==> src/rtl/outport_pkg.sv <==
package outport_pkg;
  typedef enum logic [1:0] {
    PH_IDLE     = 2'd0,
    PH_SEND     = 2'd1,
    PH_WAIT_OCC = 2'd2
  } link_phase_e;
endpackage

==> src/rtl/outport_xbar.sv <==
module outport_xbar #(
  parameter int NSRC   = 3,
  parameter int DATA_W = 16
) (
  input  logic [NSRC-1:0]        req_i,
  input  logic [NSRC*DATA_W-1:0] data_i,
  output logic [NSRC-1:0]        grant_o,
  output logic                   any_o,
  output logic [DATA_W-1:0]      win_data_o
);
  for (genvar g = 0; g < NSRC; g++) begin : g_prio
    if (g == 0) begin : g_top
      assign grant_o[g] = req_i[g];
    end else begin : g_low
      assign grant_o[g] = req_i[g] & ~(|req_i[g-1:0]);
    end
  end

  assign any_o = |req_i;

  always_comb begin
    win_data_o = '0;
    for (int i = 0; i < NSRC; i++) begin
      win_data_o = win_data_o | (data_i[i*DATA_W +: DATA_W] & {DATA_W{grant_o[i]}});
    end
  end
endmodule

==> src/rtl/outport_fifo.sv <==
module outport_fifo #(
  parameter int DEPTH  = 3,
  parameter int DATA_W = 16
) (
  input  logic                          clk,
  input  logic                          rst_n,
  input  logic                          push_i,
  input  logic                          pop_i,
  input  logic [DATA_W-1:0]             wdata_i,
  output logic [DATA_W-1:0]             head_o,
  output logic [$clog2(DEPTH+1)-1:0]    cnt_o
);
  localparam int PW = (DEPTH > 1) ? $clog2(DEPTH) : 1;
  localparam int CW = $clog2(DEPTH + 1);
  localparam logic [PW-1:0] LAST = PW'(DEPTH - 1);

  logic [DATA_W-1:0] mem_q [DEPTH];
  logic [PW-1:0] wp_q, wp_d, rp_q, rp_d;
  logic [CW-1:0] cnt_q, cnt_d;

  always_comb begin
    wp_d  = wp_q;
    rp_d  = rp_q;
    cnt_d = cnt_q;
    if (push_i) wp_d = (wp_q == LAST) ? '0 : wp_q + 1'b1;
    if (pop_i)  rp_d = (rp_q == LAST) ? '0 : rp_q + 1'b1;
    if (push_i && !pop_i) cnt_d = cnt_q + 1'b1;
    else if (!push_i && pop_i) cnt_d = cnt_q - 1'b1;
  end

  always_ff @(posedge clk or negedge rst_n) begin
    if (!rst_n) begin
      wp_q  <= '0;
      rp_q  <= '0;
      cnt_q <= '0;
    end else begin
      wp_q  <= wp_d;
      rp_q  <= rp_d;
      cnt_q <= cnt_d;
    end
  end

  always_ff @(posedge clk) begin
    if (push_i) mem_q[wp_q] <= wdata_i;
  end

  assign head_o = mem_q[rp_q];
  assign cnt_o  = cnt_q;

  // never write into a full queue unless the head leaves in the same cycle
  p_no_overflow_r6: assert property (@(posedge clk) disable iff (!rst_n)
    (push_i && cnt_q == CW'(DEPTH)) |-> pop_i);
  // the head entry is held while it is not removed
  p_head_hold_r7: assert property (@(posedge clk) disable iff (!rst_n)
    (cnt_q != '0 && !pop_i) |=> $stable(head_o));
endmodule

==> src/rtl/outport_ctrl.sv <==
module outport_ctrl
  import outport_pkg::*;
#(
  parameter int DEPTH = 3
) (
  input  logic                       occ_i,
  input  logic                       win_any_i,
  input  logic [$clog2(DEPTH+1)-1:0] cnt_i,
  output link_phase_e                phase_o,
  output logic                       accept_o,
  output logic                       push_o,
  output logic                       pop_o,
  output logic                       bypass_o,
  output logic                       full_o
);
  localparam int CW = $clog2(DEPTH + 1);
  logic q_empty, pending;

  assign q_empty  = (cnt_i == '0);
  assign full_o   = (cnt_i == CW'(DEPTH));
  assign pop_o    = ~q_empty & ~occ_i;
  assign bypass_o = q_empty & ~occ_i & win_any_i;
  assign accept_o = win_any_i & (~full_o | pop_o);
  assign push_o   = accept_o & ~bypass_o;
  assign pending  = ~q_empty | win_any_i;

  always_comb begin
    if (!pending)   phase_o = PH_IDLE;
    else if (occ_i) phase_o = PH_WAIT_OCC;
    else            phase_o = PH_SEND;
  end
endmodule

==> src/rtl/mesh_outport.sv <==
module mesh_outport
  import outport_pkg::*;
#(
  parameter int NSRC   = 3,
  parameter int DATA_W = 16,
  parameter int DEPTH  = 3
) (
  input  logic                   clk,
  input  logic                   rst_n,
  input  logic [NSRC-1:0]        src_req_i,
  input  logic [NSRC*DATA_W-1:0] src_data_i,
  output logic [NSRC-1:0]        release_o,
  output logic                   full_o,
  input  logic                   link_occ_i,
  output logic                   link_valid_o,
  output logic [DATA_W-1:0]      link_data_o
);
  localparam int CW = $clog2(DEPTH + 1);

  logic [NSRC-1:0]   grant;
  logic              win_any, accept, push, pop, bypass;
  logic [DATA_W-1:0] win_data, head;
  logic [CW-1:0]     cnt;
  link_phase_e       phase;

  outport_xbar #(.NSRC(NSRC), .DATA_W(DATA_W)) u_xbar (
    .req_i(src_req_i), .data_i(src_data_i), .grant_o(grant),
    .any_o(win_any), .win_data_o(win_data));

  outport_ctrl #(.DEPTH(DEPTH)) u_ctrl (
    .occ_i(link_occ_i), .win_any_i(win_any), .cnt_i(cnt), .phase_o(phase),
    .accept_o(accept), .push_o(push), .pop_o(pop), .bypass_o(bypass),
    .full_o(full_o));

  outport_fifo #(.DEPTH(DEPTH), .DATA_W(DATA_W)) u_fifo (
    .clk(clk), .rst_n(rst_n), .push_i(push), .pop_i(pop),
    .wdata_i(win_data), .head_o(head), .cnt_o(cnt));

  assign release_o    = grant & {NSRC{accept}};
  assign link_valid_o = (phase == PH_SEND);
  assign link_data_o  = bypass ? win_data : head;

  // no link offer while the neighbour is occupied
  p_no_offer_occ_r5: assert property (@(posedge clk) disable iff (!rst_n)
    link_occ_i |-> !link_valid_o);
  // at most one release per cycle
  p_release_single_r3: assert property (@(posedge clk) disable iff (!rst_n)
    $onehot0(release_o));
  // full and occupied means nothing is accepted
  p_full_refuse_r6: assert property (@(posedge clk) disable iff (!rst_n)
    (full_o && link_occ_i) |-> (release_o == '0));
  // a released source has no higher-priority rival requesting
  for (genvar g = 1; g < NSRC; g++) begin : g_prio_chk
    p_priority_r2: assert property (@(posedge clk) disable iff (!rst_n)
      release_o[g] |-> (src_req_i[g-1:0] == '0));
  end
endmodule

==> config.mk <==
export PLATFORM = sky130hd
export DESIGN_NAME = mesh_outport
export DESIGN_NICKNAME = d
export VERILOG_FILES = /design/src/rtl/outport_pkg.sv /design/src/rtl/outport_xbar.sv /design/src/rtl/outport_fifo.sv /design/src/rtl/outport_ctrl.sv /design/src/rtl/mesh_outport.sv
export SDC_FILE = /design/constraint.sdc
export NUM_CORES = 1
export LEC_CHECK = 0
export ABC_AREA = 1
export BUFFER_PORTS_ARGS = -buffer_cell sky130_fd_sc_hd__buf_2
export CORE_ASPECT_RATIO = 2
export CORE_MARGIN = 2
export CORE_UTILIZATION = 52
export CTS_CLUSTER_DIAMETER = 80
export DETAILED_ROUTE_END_ITERATION = 10
export PLACE_DENSITY = 0.9
export SYNTH_ARGS = -nofsm -noshare
export SYNTH_HDL_FRONTEND = slang
export SYNTH_SLANG_ARGS = --single-unit
export TNS_END_PERCENT = 20
==> constraint.sdc <==
create_clock -name clk -period 2.7 [get_ports clk]
set_clock_uncertainty 0.05 [all_clocks]
set_input_delay 0.54 -clock clk [delete_from_list [all_inputs] [get_ports clk]]
set_output_delay 0.54 -clock clk [all_outputs]
set_load 0.005 [all_outputs]
After elaboration in Yosys (flattened, before gate mapping). Memories as Yosys holds them, arrays and structs flattened. Cells that the tools add are included.

Add/subtract/negate cells: 4. Shift operators: 0. Muxes and demuxes: 9. Reduce and logical (&&, ||, !) cells: 8. Bitwise logic cells: 21. Div/mod/pow operators: 0. Multipliers: 0. $lt $le $gt $ge: 0. Equality and inequality tests: 4.

Operators by type and width (number): AND 16 bit (3); bitwise OR 16 bit (2); two-way mux 16 bit (1); two-way mux 2 bit (6); AND 1 bit (7); adder 2 x 1 -> 2 bit (second input constant) (3); == test 2 bit (second input constant) (3); inverter 1 bit (6); AND 3 bit (1); OR reduction 3 bit (1); == test 2 x 1 -> 1 bit (second input constant) (1); logical AND 1 bit (2); zero test 1 bit (2); zero test 2 bit (1); two-way mux 1 bit (2); bitwise OR 1 bit (2); nonzero test 2 bit (1); OR reduction 2 bit (1); subtractor 2 x 1 -> 2 bit (second input constant) (1).

Flip-flop bits (word level): 6. Output and inout port bits: 21. Bits in writable memories: 48. Memories kept: 1. Memory bits (read-only): 0. Bits of input ports: 54. Bits in latches: 0.

Memories: u_fifo.mem_q (words 3, width 16, rd ports 1, clocked after Yosys merged registers in 0, wr ports 1, RTL line outport_fifo.sv:17) `logic [DATA_W-1:0] mem_q [DEPTH];`.

Logic depth before layout (Yosys ltp). Gate-level depths: netlist of the first run.

Depth in word-level cells: 10. Depth in mapped cells: 10. Depth with buffers taken out: 9.

Cells and area by module. A second synthesis of the first run with hierarchy kept.

Cells, all modules: 310. Area, all modules: 2796.4 um2.

By module, submodules not included: outport_fifo (seq. area each 1591.5 um2, area each 2038.2 um2, instances 1, cells each 153); outport_xbar (seq. area each 0.0 um2, area each 407.9 um2, instances 1, cells each 80); mesh_outport (seq. area each 0.0 um2, area each 274.0 um2, instances 1, cells each 60); outport_ctrl (seq. area each 0.0 um2, area each 76.3 um2, instances 1, cells each 17).

Worst setup path after synthesis of the first run. OpenSTA, ideal clock, no wires.

Path type: input to register. Start point: in src_req_i[2]. End point: mem u_fifo.mem_q[2][0], enable pin. Data arrival time: 1.711 ns. Stages on the path: 5. Slack: 0.550 ns. Cell sequence: buf_4 > inv_2 > nand2_1 > nand3_1 > nor2_1.

Longest elaborated chain between the ends: 6.

RTL lines: start, declared (RTL line mesh_outport.sv:10) `input logic [NSRC-1:0] src_req_i,`; OR reduction 3 bit * (RTL line outport_xbar.sv:19) `assign any_o = |req_i;`; AND 1 bit (RTL line outport_ctrl.sv:22) `assign bypass_o = q_empty & ~occ_i & win_any_i;`; inverter 1 bit (RTL line outport_ctrl.sv:24) `assign push_o = accept_o & ~bypass_o;`; AND 1 bit * (RTL line outport_ctrl.sv:24); two-way mux 1 bit * (RTL line outport_fifo.sv:44) `if (push_i) mem_q[wp_q] <= wdata_i;`; two-way mux 1 bit (implied by the code) * (RTL line outport_fifo.sv:44); end, declared (RTL line outport_fifo.sv:17).

Every way passes the cells marked *; elsewhere a longest branch is shown, timed or not.

Worst setup path in the final report of the first run.
Start point: reg u_fifo.cnt_q[0] (netlist: u_fifo.cnt_o[0]). End point: out link_data_o[2].

Longest elaborated chain between the ends: 4.

RTL lines: start, declared (RTL line outport_fifo.sv:19) `logic [CW-1:0] cnt_q, cnt_d;`; start signal, assigned (RTL line outport_fifo.sv:39) `cnt_q <= cnt_d;`; zero test 2 bit (RTL line outport_ctrl.sv:19) `assign q_empty = (cnt_i == '0);`; AND 1 bit (2 in series) (RTL line outport_ctrl.sv:22); two-way mux 16 bit (RTL line mesh_outport.sv:41) `assign link_data_o = bypass ? win_data : head;`; end, declared (RTL line mesh_outport.sv:16) `output logic [DATA_W-1:0] link_data_o`.

No other way between the ends.

==> results.toml, run 1 <==
[status]
outcome = "finished, final reports clean"

[timing]
drv_slew = 0
finalHoldViolations = 0
rsz0062_at_grt = "false"
slew_headroom_pct = 58.8
setup_tns_ns = 0
period_needed_ns = 2.47
setup_viol = 0
worst_slew_pin_slew_ns = 0.611
min_period_over_period_pct = 91.6
fmax_mhz = 404

[synth]
syn-cell-area_mm2 = 0.00276
synth_top_area_cell = "edfxtp_1"
yosysMostFrequentCell = "nand2_1"
avgSynthCellArea_um2 = 9.22
synth_commonest_cells = "nand2_1, nand3_1, edfxtp_1"
synth_flop_cell = "edfxtp_1"
synth.top_cell.area_share_pct = 52.3
synth_nets = 354
synth_area_leaders = "edfxtp_1, nand3_1, nand2_1"
ys_warn_count = 0
synth_edf_count = 48
synth-seq-cells = 54
yosysSeqAreaShare_pct = 57.7
synth_cells = 299
synth_cell_types = 22
ys_async_sr_fraction_pct = 11.1

[routing]
via_per_inst = 5.80
postRouteAntennaNets = 0
first_iter_violations = 132
post_drt_wl_per_cell_um = 16.1
drc = 0
vias = 2507
drtPass1Iterations = 5
routed_wirelength_mm = 6.94

[place]
globalplace.congestion = 0.842
dp_hpwl_mm = 5.10
port-buffer-count = 74

[layout]
nNetsFinal = 428
utilization_pct = 63.1
register_area_mm2 = 0.00159
diodes = 0
drive_gt1_share_pct = 26.7
multi_input_area_um2 = 985
fillCellCount = 406
area_growth_pct = 17.6

[grt]
grt_pass1_wl_mm = 11.2
grt_overflow = 0
grt_antenna_before_repair = 0
grt_pass1_vias = 2507
grt.total_usage_pct = 24.3
grt_max_degree = 19

[worst_setup_path]
critPathTopFamily = "simple AND/OR/NAND/NOR gates"
end_kind = "primary output"
worstPathBufferInverterCount = 1
worstPathMaxFanout = 16
crit_slowest_cell = "dfrtp_1"
critical-path-max-stage-delay_ns = 0.49
cp.arrival_ns = 1.88
crit_top_cell = "nand2_1"
critPathLaunchType = "flop"
required_ns = 2.11
crit_chain = "nor2_4 -> nand2_2 -> a21oi_4 -> nand2_1 -> nand2_1 -> buf_2"
crit_type = "reg2out"

[die]
die_h_um = 107
rows = 37
initial_core_util_pct = 53.7
fp.dieW_um = 55.5
dieArea_mm2 = 0.00594
pin_count = 75
core_mm2 = 0.00514

[cts]
cts.root.buffer_cell = "clkbuf_8"
cts_tree = "yes"
path_clk_slew_ns = 0.09
postCtsSetupRepairBufs = 0
ctsLongestPathBuffers = 2
cts_buffers = 5
clock_sinks = 54
htree_levels = 2
clkLatencyLatePin_ns = 0.31

[power_and_ir_drop]
ir_drop_v = 0.000680
power.density_mw_per_mm2 = 1000
p_leak_nw = 1.49

[flow_run]
maxCapViolations = 0

[min_path]
hp-class = "reg2reg"
[final cells by class]
cell class                 count  area share [%]
sequential                    54            49.1
timing repair buffer          85            14.0
inverter                      13            1.50
tap                           58            2.24
clock buffer                   7            2.66
clock inverter                 1           0.154
multi-input combinational    214            30.4
[power by group]
part	internal, mW	switching, mW
Sequential	1.24	0.149
Clock	0.207	0.245
Combinational	0.534	0.877
Total	1.98	1.27
[path summary, 6_finish.rpt]
| kind | depth (start not counted) | end | start | slack [ns] |
|---|---|---|---|---|
| min in group asynchronous | 2 | u_fifo.cnt_o[1] | rst_n | 0.53 |
| setup reg to reg | 4 | u_fifo.cnt_o[1] | u_fifo.cnt_o[0] | 0.82 |
| max in group asynchronous | 2 | u_fifo.rp_q[1] | rst_n | 1.89 |
| hold / removal | 2 | u_fifo.wp_q[0] | u_fifo.wp_q[0] | 0.48 |
| setup / recovery | 6 | link_data_o[2] | u_fifo.cnt_o[0] | 0.23 |
| hold reg to reg | 2 | u_fifo.wp_q[0] | u_fifo.wp_q[0] | 0.48 |
[worst reg2reg max path: cells and delay by family (launching register included)]
kind / cells / cell delay (ns)
AO/OA/AOI/OAI: 1 / 0.54
XOR/XNOR: 1 / 0.14
adder cells (fa/ha/maj): 1 / 0.37
flip-flops: 1 / 0.49
AND/OR/NAND/NOR: 1 / 0.18
[per-layer routing]
| metal | track usage (%) | share of wire (%) | vias to the layer above |
|---|---|---|---|
| met3 | 4.70 | 6.1 | 23 |
| li1 | - | - | 1161 |
| met1 | 23.6 | 34 | 1188 |
| met5 | 0 | 0 | - |
| met2 | 45.1 | 56 | 135 |
| met4 | 16.2 | 3.8 | 0 |
[layout by cell type, fill, tap and decap left out, types with 2 or more instances in the layout]
master / n
nand2_1: 110
nand3_1: 83
buf_2: 74
edfxtp_1: 48
inv_1: 10
buf_4: 10
clkbuf_8: 6
dfrtp_1: 6
nor2_1: 5
nor2_4: 3
inv_2: 3
nand4_1: 2
o21ai_0: 2
xnor2_1: 2
[sequential cells by signal, summed over array words and instances, names as in the netlist]
name / count
u_fifo.wp_q: 2
u_fifo.rp_q: 2
u_fifo.mem_q: 48
u_fifo.cnt_o: 2
[stage by stage]
stage | hold slack (ns) | power (mW) | std cells | area, um2 | setup slack (ns)
after global placement | 0.331 | 2.73 | 423 | 3140 | 0.458
after detailed placement | 0.337 | 2.81 | 423 | 3140 | 0.422
final | 0.483 | 3.25 | 432 | 3240 | 0.226
after global routing | 0.526 | 3.49 | 432 | 3240 | 0.113
after floorplan | 0.194 | 2.28 | 299 | 2760 | 0.550
after CTS | 0.482 | 3.26 | 432 | 3240 | 0.239
[cell families (layout without fill, tap and decap cells)]
| logic type | after synthesis | in the layout | share of synthesized area [%] |
|---|---|---|---|
| DFF | 54 | 54 | 57.7 |
| buffers and inverters | 31 | 106 | 6.58 |
| xor gates and xnor gates | 2 | 2 | 0.635 |
| adders and majority gates | 1 | 1 | 0.454 |
| AOI/OAI and AO/OA | 5 | 5 | 1.36 |
| and+or+nand+nor | 206 | 206 | 33.3 |
[timing repair]
action / in CTS / in global routing
hold buffers: 1 / 0
resized for setup: 0 / 0
endpoints found under the hold margin: 5 / 0
Power figures use the tool's default switching activity.
==> run 2: changes to the inputs <==
- CORE_UTILIZATION: 52 -> 53
- CTS_BUF_LIST: default -> sky130_fd_sc_hd__clkbuf_8
- CTS_CLUSTER_DIAMETER: 80 -> 200
- PLACE_DENSITY: 0.9 -> 0.92
==> results.toml, run 2 (synthesized netlist as in run 1, its figures left out) <==
[die]
pin_count = 75
fp.dieW_um = 55.0
core_mm2 = 0.00509
rows = 37
initial_core_util_pct = 54.2
dieArea_mm2 = 0.00583
die_h_um = 106

[worst_setup_path]
crit_type = "reg2out"
critical-path-max-stage-delay_ns = 0.49
r2r_start = "u_fifo.cnt_o[0]"
required_ns = 2.11
worstPathMaxFanout = 16
crit_slowest_cell = "dfrtp_1"
r2r_cells = 4
r2r-end = "u_fifo.mem_q[2][14]"
crit_chain = "nor2_4 -> nand2_2 -> a21oi_4 -> nand2_1 -> nand2_1 -> buf_2"
cp.arrival_ns = 1.83
r2r_slack_ns = 0.56
worstPathBufferInverterCount = 1
end_kind = "primary output"
crit_top_cell = "nand2_1"
critPathTopFamily = "simple AND/OR/NAND/NOR gates"
critPathLaunchType = "flop"

[grt]
grt_overflow = 0
grt_max_degree = 19
grt_antenna_before_repair = 0
grt_pass1_vias = 2322
grt_pass1_wl_mm = 10.7
grt.total_usage_pct = 25.5

[layout]
final_common_cell = "nand2_1"
nNetsFinal = 425
utilization_pct = 63.1
largest_register_ffs = 48
final_cell_mix = "nand2_1, nand3_1, buf_2, edfxtp_1, inv_1"
diodes = 0
drive_gt1_share_pct = 26.1
largest-register = "u_fifo.mem_q"
area_growth_pct = 16.5
fillCellCount = 405
final_cell_count_no_fill = 429
fin_area_mm2 = 0.00321
register_area_mm2 = 0.00159
multi_input_area_um2 = 985

[min_path]
hp-start = "u_fifo.wp_q[0]"
holdPathStages = 2
hp-class = "reg2reg"
hold-path-endpoint = "u_fifo.wp_q[0]"

[place]
dp_hpwl_mm = 4.93
dp.cells = 420
placed_cell_area_mm2 = 0.00312
port-buffer-count = 74
globalplace.congestion = 0.870

[routing]
postRouteAntennaNets = 0
routed_wirelength_mm = 6.74
drc = 0
drtPass1Iterations = 4
via_per_inst = 5.75
vias = 2468
first_iter_violations = 113
post_drt_wl_per_cell_um = 15.7

[timing]
drv_slew = 0
slew_headroom_pct = 52.4
worst_slew_pin_slew_ns = 0.714
fmax_mhz = 413
rsz0062_at_grt = "false"
period_needed_ns = 2.42
finalHoldViolations = 0
setup_viol = 0
setup_tns_ns = 0
min_period_over_period_pct = 89.7

[flow_run]
maxCapViolations = 0

[power_and_ir_drop]
ir_drop_v = 0.000875
power.density_mw_per_mm2 = 989
p_leak_nw = 1.48

[cts]
clock_sinks = 54
cts-resized-gates = 0
cts_buffers = 5
cts.root.buffer_cell = "clkbuf_8"
postCtsSetupRepairBufs = 0
path_clk_slew_ns = 0.09
clkLatencyLatePin_ns = 0.31
ctsLongestPathBuffers = 2
cts_tree = "yes"
htree_levels = 2

[status]
outcome = "finished, final reports clean"
## run 2: cell types whose count changed in the layout (fill, tap and decap cells not counted), sizes merged
cell	change
clkbuf	-2
buf	-3
inv	+1
clkinv	+1
## run 2: worst max path at each step
stage / cells after the start / from / slack, ns / to
4_1_cts: 6 / u_fifo.cnt_o[0] / 0.29 / link_data_o[2]
3_5_place_dp: 6 / src_req_i[0] / 0.28 / u_fifo.mem_q[2][5]
3_3_place_gp: 7 / src_req_i[0] / 0.34 / link_data_o[2]
5_1_grt: 6 / u_fifo.cnt_o[0] / 0.17 / link_data_o[14]
2_1_floorplan: 5 / src_req_i[2] / 0.55 / u_fifo.mem_q[2][0]
6_report: 6 / u_fifo.cnt_o[0] / 0.28 / link_data_o[2]
## run 2: layer usage
| metal | track usage, % | vias to the layer above | part of all wire, % |
|---|---|---|---|
| li1 | - | 1158 | - |
| met1 | 29.6 | 1157 | 34 |
| met2 | 43.3 | 135 | 56 |
| met3 | 3.93 | 18 | 6.8 |
| met4 | 12.7 | 0 | 3.1 |
| met5 | 0 | - | 0 |
## run 2: timing repair
action | in CTS | in global routing
endpoints found under the setup margin | 0 | 0
endpoints found under the hold margin | 6 | 0
hold buffers | 1 | 0
## run 2: tightest hold or removal path, stage by stage, from the launching register on
cell,delay (ns)
dfrtp_1,0.39
nand2_1,0.07
nand2_1,0.05
## run 2: final cells by class
type | instances | area share, %
flip-flops and latches | 54 | 49.5
multi-input cells | 214 | 30.6
repair buffers | 82 | 13.5
well taps | 58 | 2.26
clock buffers | 5 | 2.14
inverters | 13 | 1.52
clock inverters | 3 | 0.428
## run 2: metrics by stage
stage | hold WS, ns | setup WS (ns) | power (mW)
floorplan | 0.194 | 0.550 | 2.28
global placement | 0.323 | 0.339 | 2.71
detailed placement | 0.329 | 0.283 | 2.76
CTS | 0.466 | 0.292 | 3.18
global route | 0.494 | 0.174 | 3.41
finish | 0.479 | 0.277 | 3.18
## run 2: report_power, final
group	switching, mW	internal [mW]	leakage [nW]
combinational	0.843	0.506	0.904
clock	0.256	0.177	0.0491
sequential	0.152	1.24	0.526
==> run 3: changes to the inputs <==
- RECOVER_POWER: default -> 50
==> results.toml, run 3 (synthesized netlist as in run 1, its figures left out) <==
[power_and_ir_drop]
power_mw = 3.17
power.density_mw_per_mm2 = 988
ir_drop_v = 0.000873
p_leak_nw = 1.48

[grt]
grt_pass1_vias = 2322
grt.total_usage_pct = 25.5
use_met1_pct = 29.6
grt_use_met3_pct = 3.93
grt_max_degree = 19
grt_antenna_before_repair = 0
grt_overflow = 0
grt_pass1_wl_mm = 10.7
top_usage_layer = "met2"
met2_usage_pct = 43.3

[timing]
worst_slew_pin_slew_ns = 0.725
fmax_mhz = 416
drv_slew = 0
setup_viol = 0
rsz0062_at_grt = "false"
slew_headroom_pct = 51.6
setup_tns_ns = 0
finalHoldViolations = 0
min_period_over_period_pct = 89.0
setup_slack_ns = 0.297
period_needed_ns = 2.40

[min_path]
hp-class = "reg2reg"
hp-start = "u_fifo.wp_q[0]"

[place]
placed_cell_area_mm2 = 0.00312
globalplace.congestion = 0.870
dp_slack_ns = 0.283
dp_hpwl_mm = 4.93
port-buffer-count = 74

[routing]
first_iter_violations = 126
postRouteAntennaNets = 0
routed_wirelength_mm = 6.71
drtPass1Iterations = 5
via_per_inst = 5.70
vias = 2446
post_drt_wl_per_cell_um = 15.6
drc = 0

[layout]
final_cell_mix = "nand2_1, nand3_1, buf_2, edfxtp_1, inv_1"
largest-register = "u_fifo.mem_q"
area_growth_pct = 16.5
fillCellCount = 405
fin_area_mm2 = 0.00321
drive_gt1_share_pct = 25.9
largest_register_ffs = 48
nNetsFinal = 425
final_common_cell = "nand2_1"
diodes = 0

[cts]
ctsLongestPathBuffers = 2
cts_tree = "yes"
htree_levels = 2
postCtsSetupRepairBufs = 0
path_clk_slew_ns = 0.09
clock_sinks = 54
cts-resized-gates = 0
clkLatencyLatePin_ns = 0.31
cts.root.buffer_cell = "clkbuf_8"
cts_buffers = 5

[worst_setup_path]
crit_top_cell = "nand2_1"
critPathLaunchType = "flop"
r2r_start = "u_fifo.cnt_o[0]"
end_kind = "primary output"
crit_slowest_cell = "dfrtp_1"
startpoint = "u_fifo.cnt_o[0]"
worstPathMaxFanout = 16
critical-path-max-stage-delay_ns = 0.49
crit_chain = "nor2_4 -> nand2_2 -> a21oi_4 -> nand2_1 -> nand2_1 -> buf_2"
required_ns = 2.11
crit_type = "reg2out"
worstPathBufferInverterCount = 1
cp.arrival_ns = 1.81
critPathTopFamily = "flip-flops"

[die]
core_mm2 = 0.00509
fp.dieW_um = 55.0
initial_core_util_pct = 54.2
rows = 37
die_h_um = 106
dieArea_mm2 = 0.00583
pin_count = 75

[status]
outcome = "finished, final reports clean"

[flow_run]
maxCapViolations = 0
-- run 3: path summary, 6_finish.rpt --
check	slack [ns]	endpoint	cells past startpoint
worst min-delay path	0.47	u_fifo.wp_q[0]	2
worst max-delay path	0.30	link_data_o[2]	6
worst max register to register	0.56	u_fifo.mem_q[2][14]	4
min in group asynchronous	0.60	u_fifo.cnt_o[1]	2
max in group asynchronous	1.71	u_fifo.rp_q[0]	2
worst min register to register	0.47	u_fifo.wp_q[0]	2
-- run 3: worst min-delay path: stages (launching register included) --
cell and delay [ns]:
dfrtp_1 0.38, nand2_1 0.06, nand2_1 0.05
-- run 3: power by group --
| group | switching [mW] | total, mW | internal (mW) | leakage (nW) |
|---|---|---|---|---|
| registers | 0.152 | 1.40 | 1.24 | 0.526 |
| clock network | 0.251 | 0.427 | 0.176 | 0.0491 |
| logic | 0.844 | 1.35 | 0.505 | 0.901 |
-- run 3: metrics by stage --
stage,instances,hold WS [ns],util [%]
2_1_floorplan,299,0.194,-
3_3_place_gp,420,0.323,61.3
3_5_place_dp,420,0.329,61.3
4_1_cts,429,0.466,63.1
5_1_grt,429,0.494,63.1
6_report,429,0.471,63.1
-- run 3: layout make-up --
type / count / area, um2 / share of cell area (%)
Multi-Input combinational cell: 214 / 985 / 30.7
Clock inverter: 3 / 13.8 / 0.429
Timing Repair Buffer: 82 / 432 / 13.4
Tap cell: 58 / 72.6 / 2.26
Sequential cell: 54 / 1590 / 49.6
Clock buffer: 5 / 68.8 / 2.14
Inverter: 13 / 48.8 / 1.52
-- run 3: repair_timing --
action                                 CTS  global route
setup endpoints to repair                0             0
hold buffers                             1             0
endpoints found under the hold margin    6             0
-- run 3: layer usage --
layer	routed length, um	share of wire (%)	vias to the layer above
li1	-	-	1158
met1	2290	34	1129
met2	3760	56	140
met3	462	6.9	19
met4	198	3.0	0
met5	0	0	-
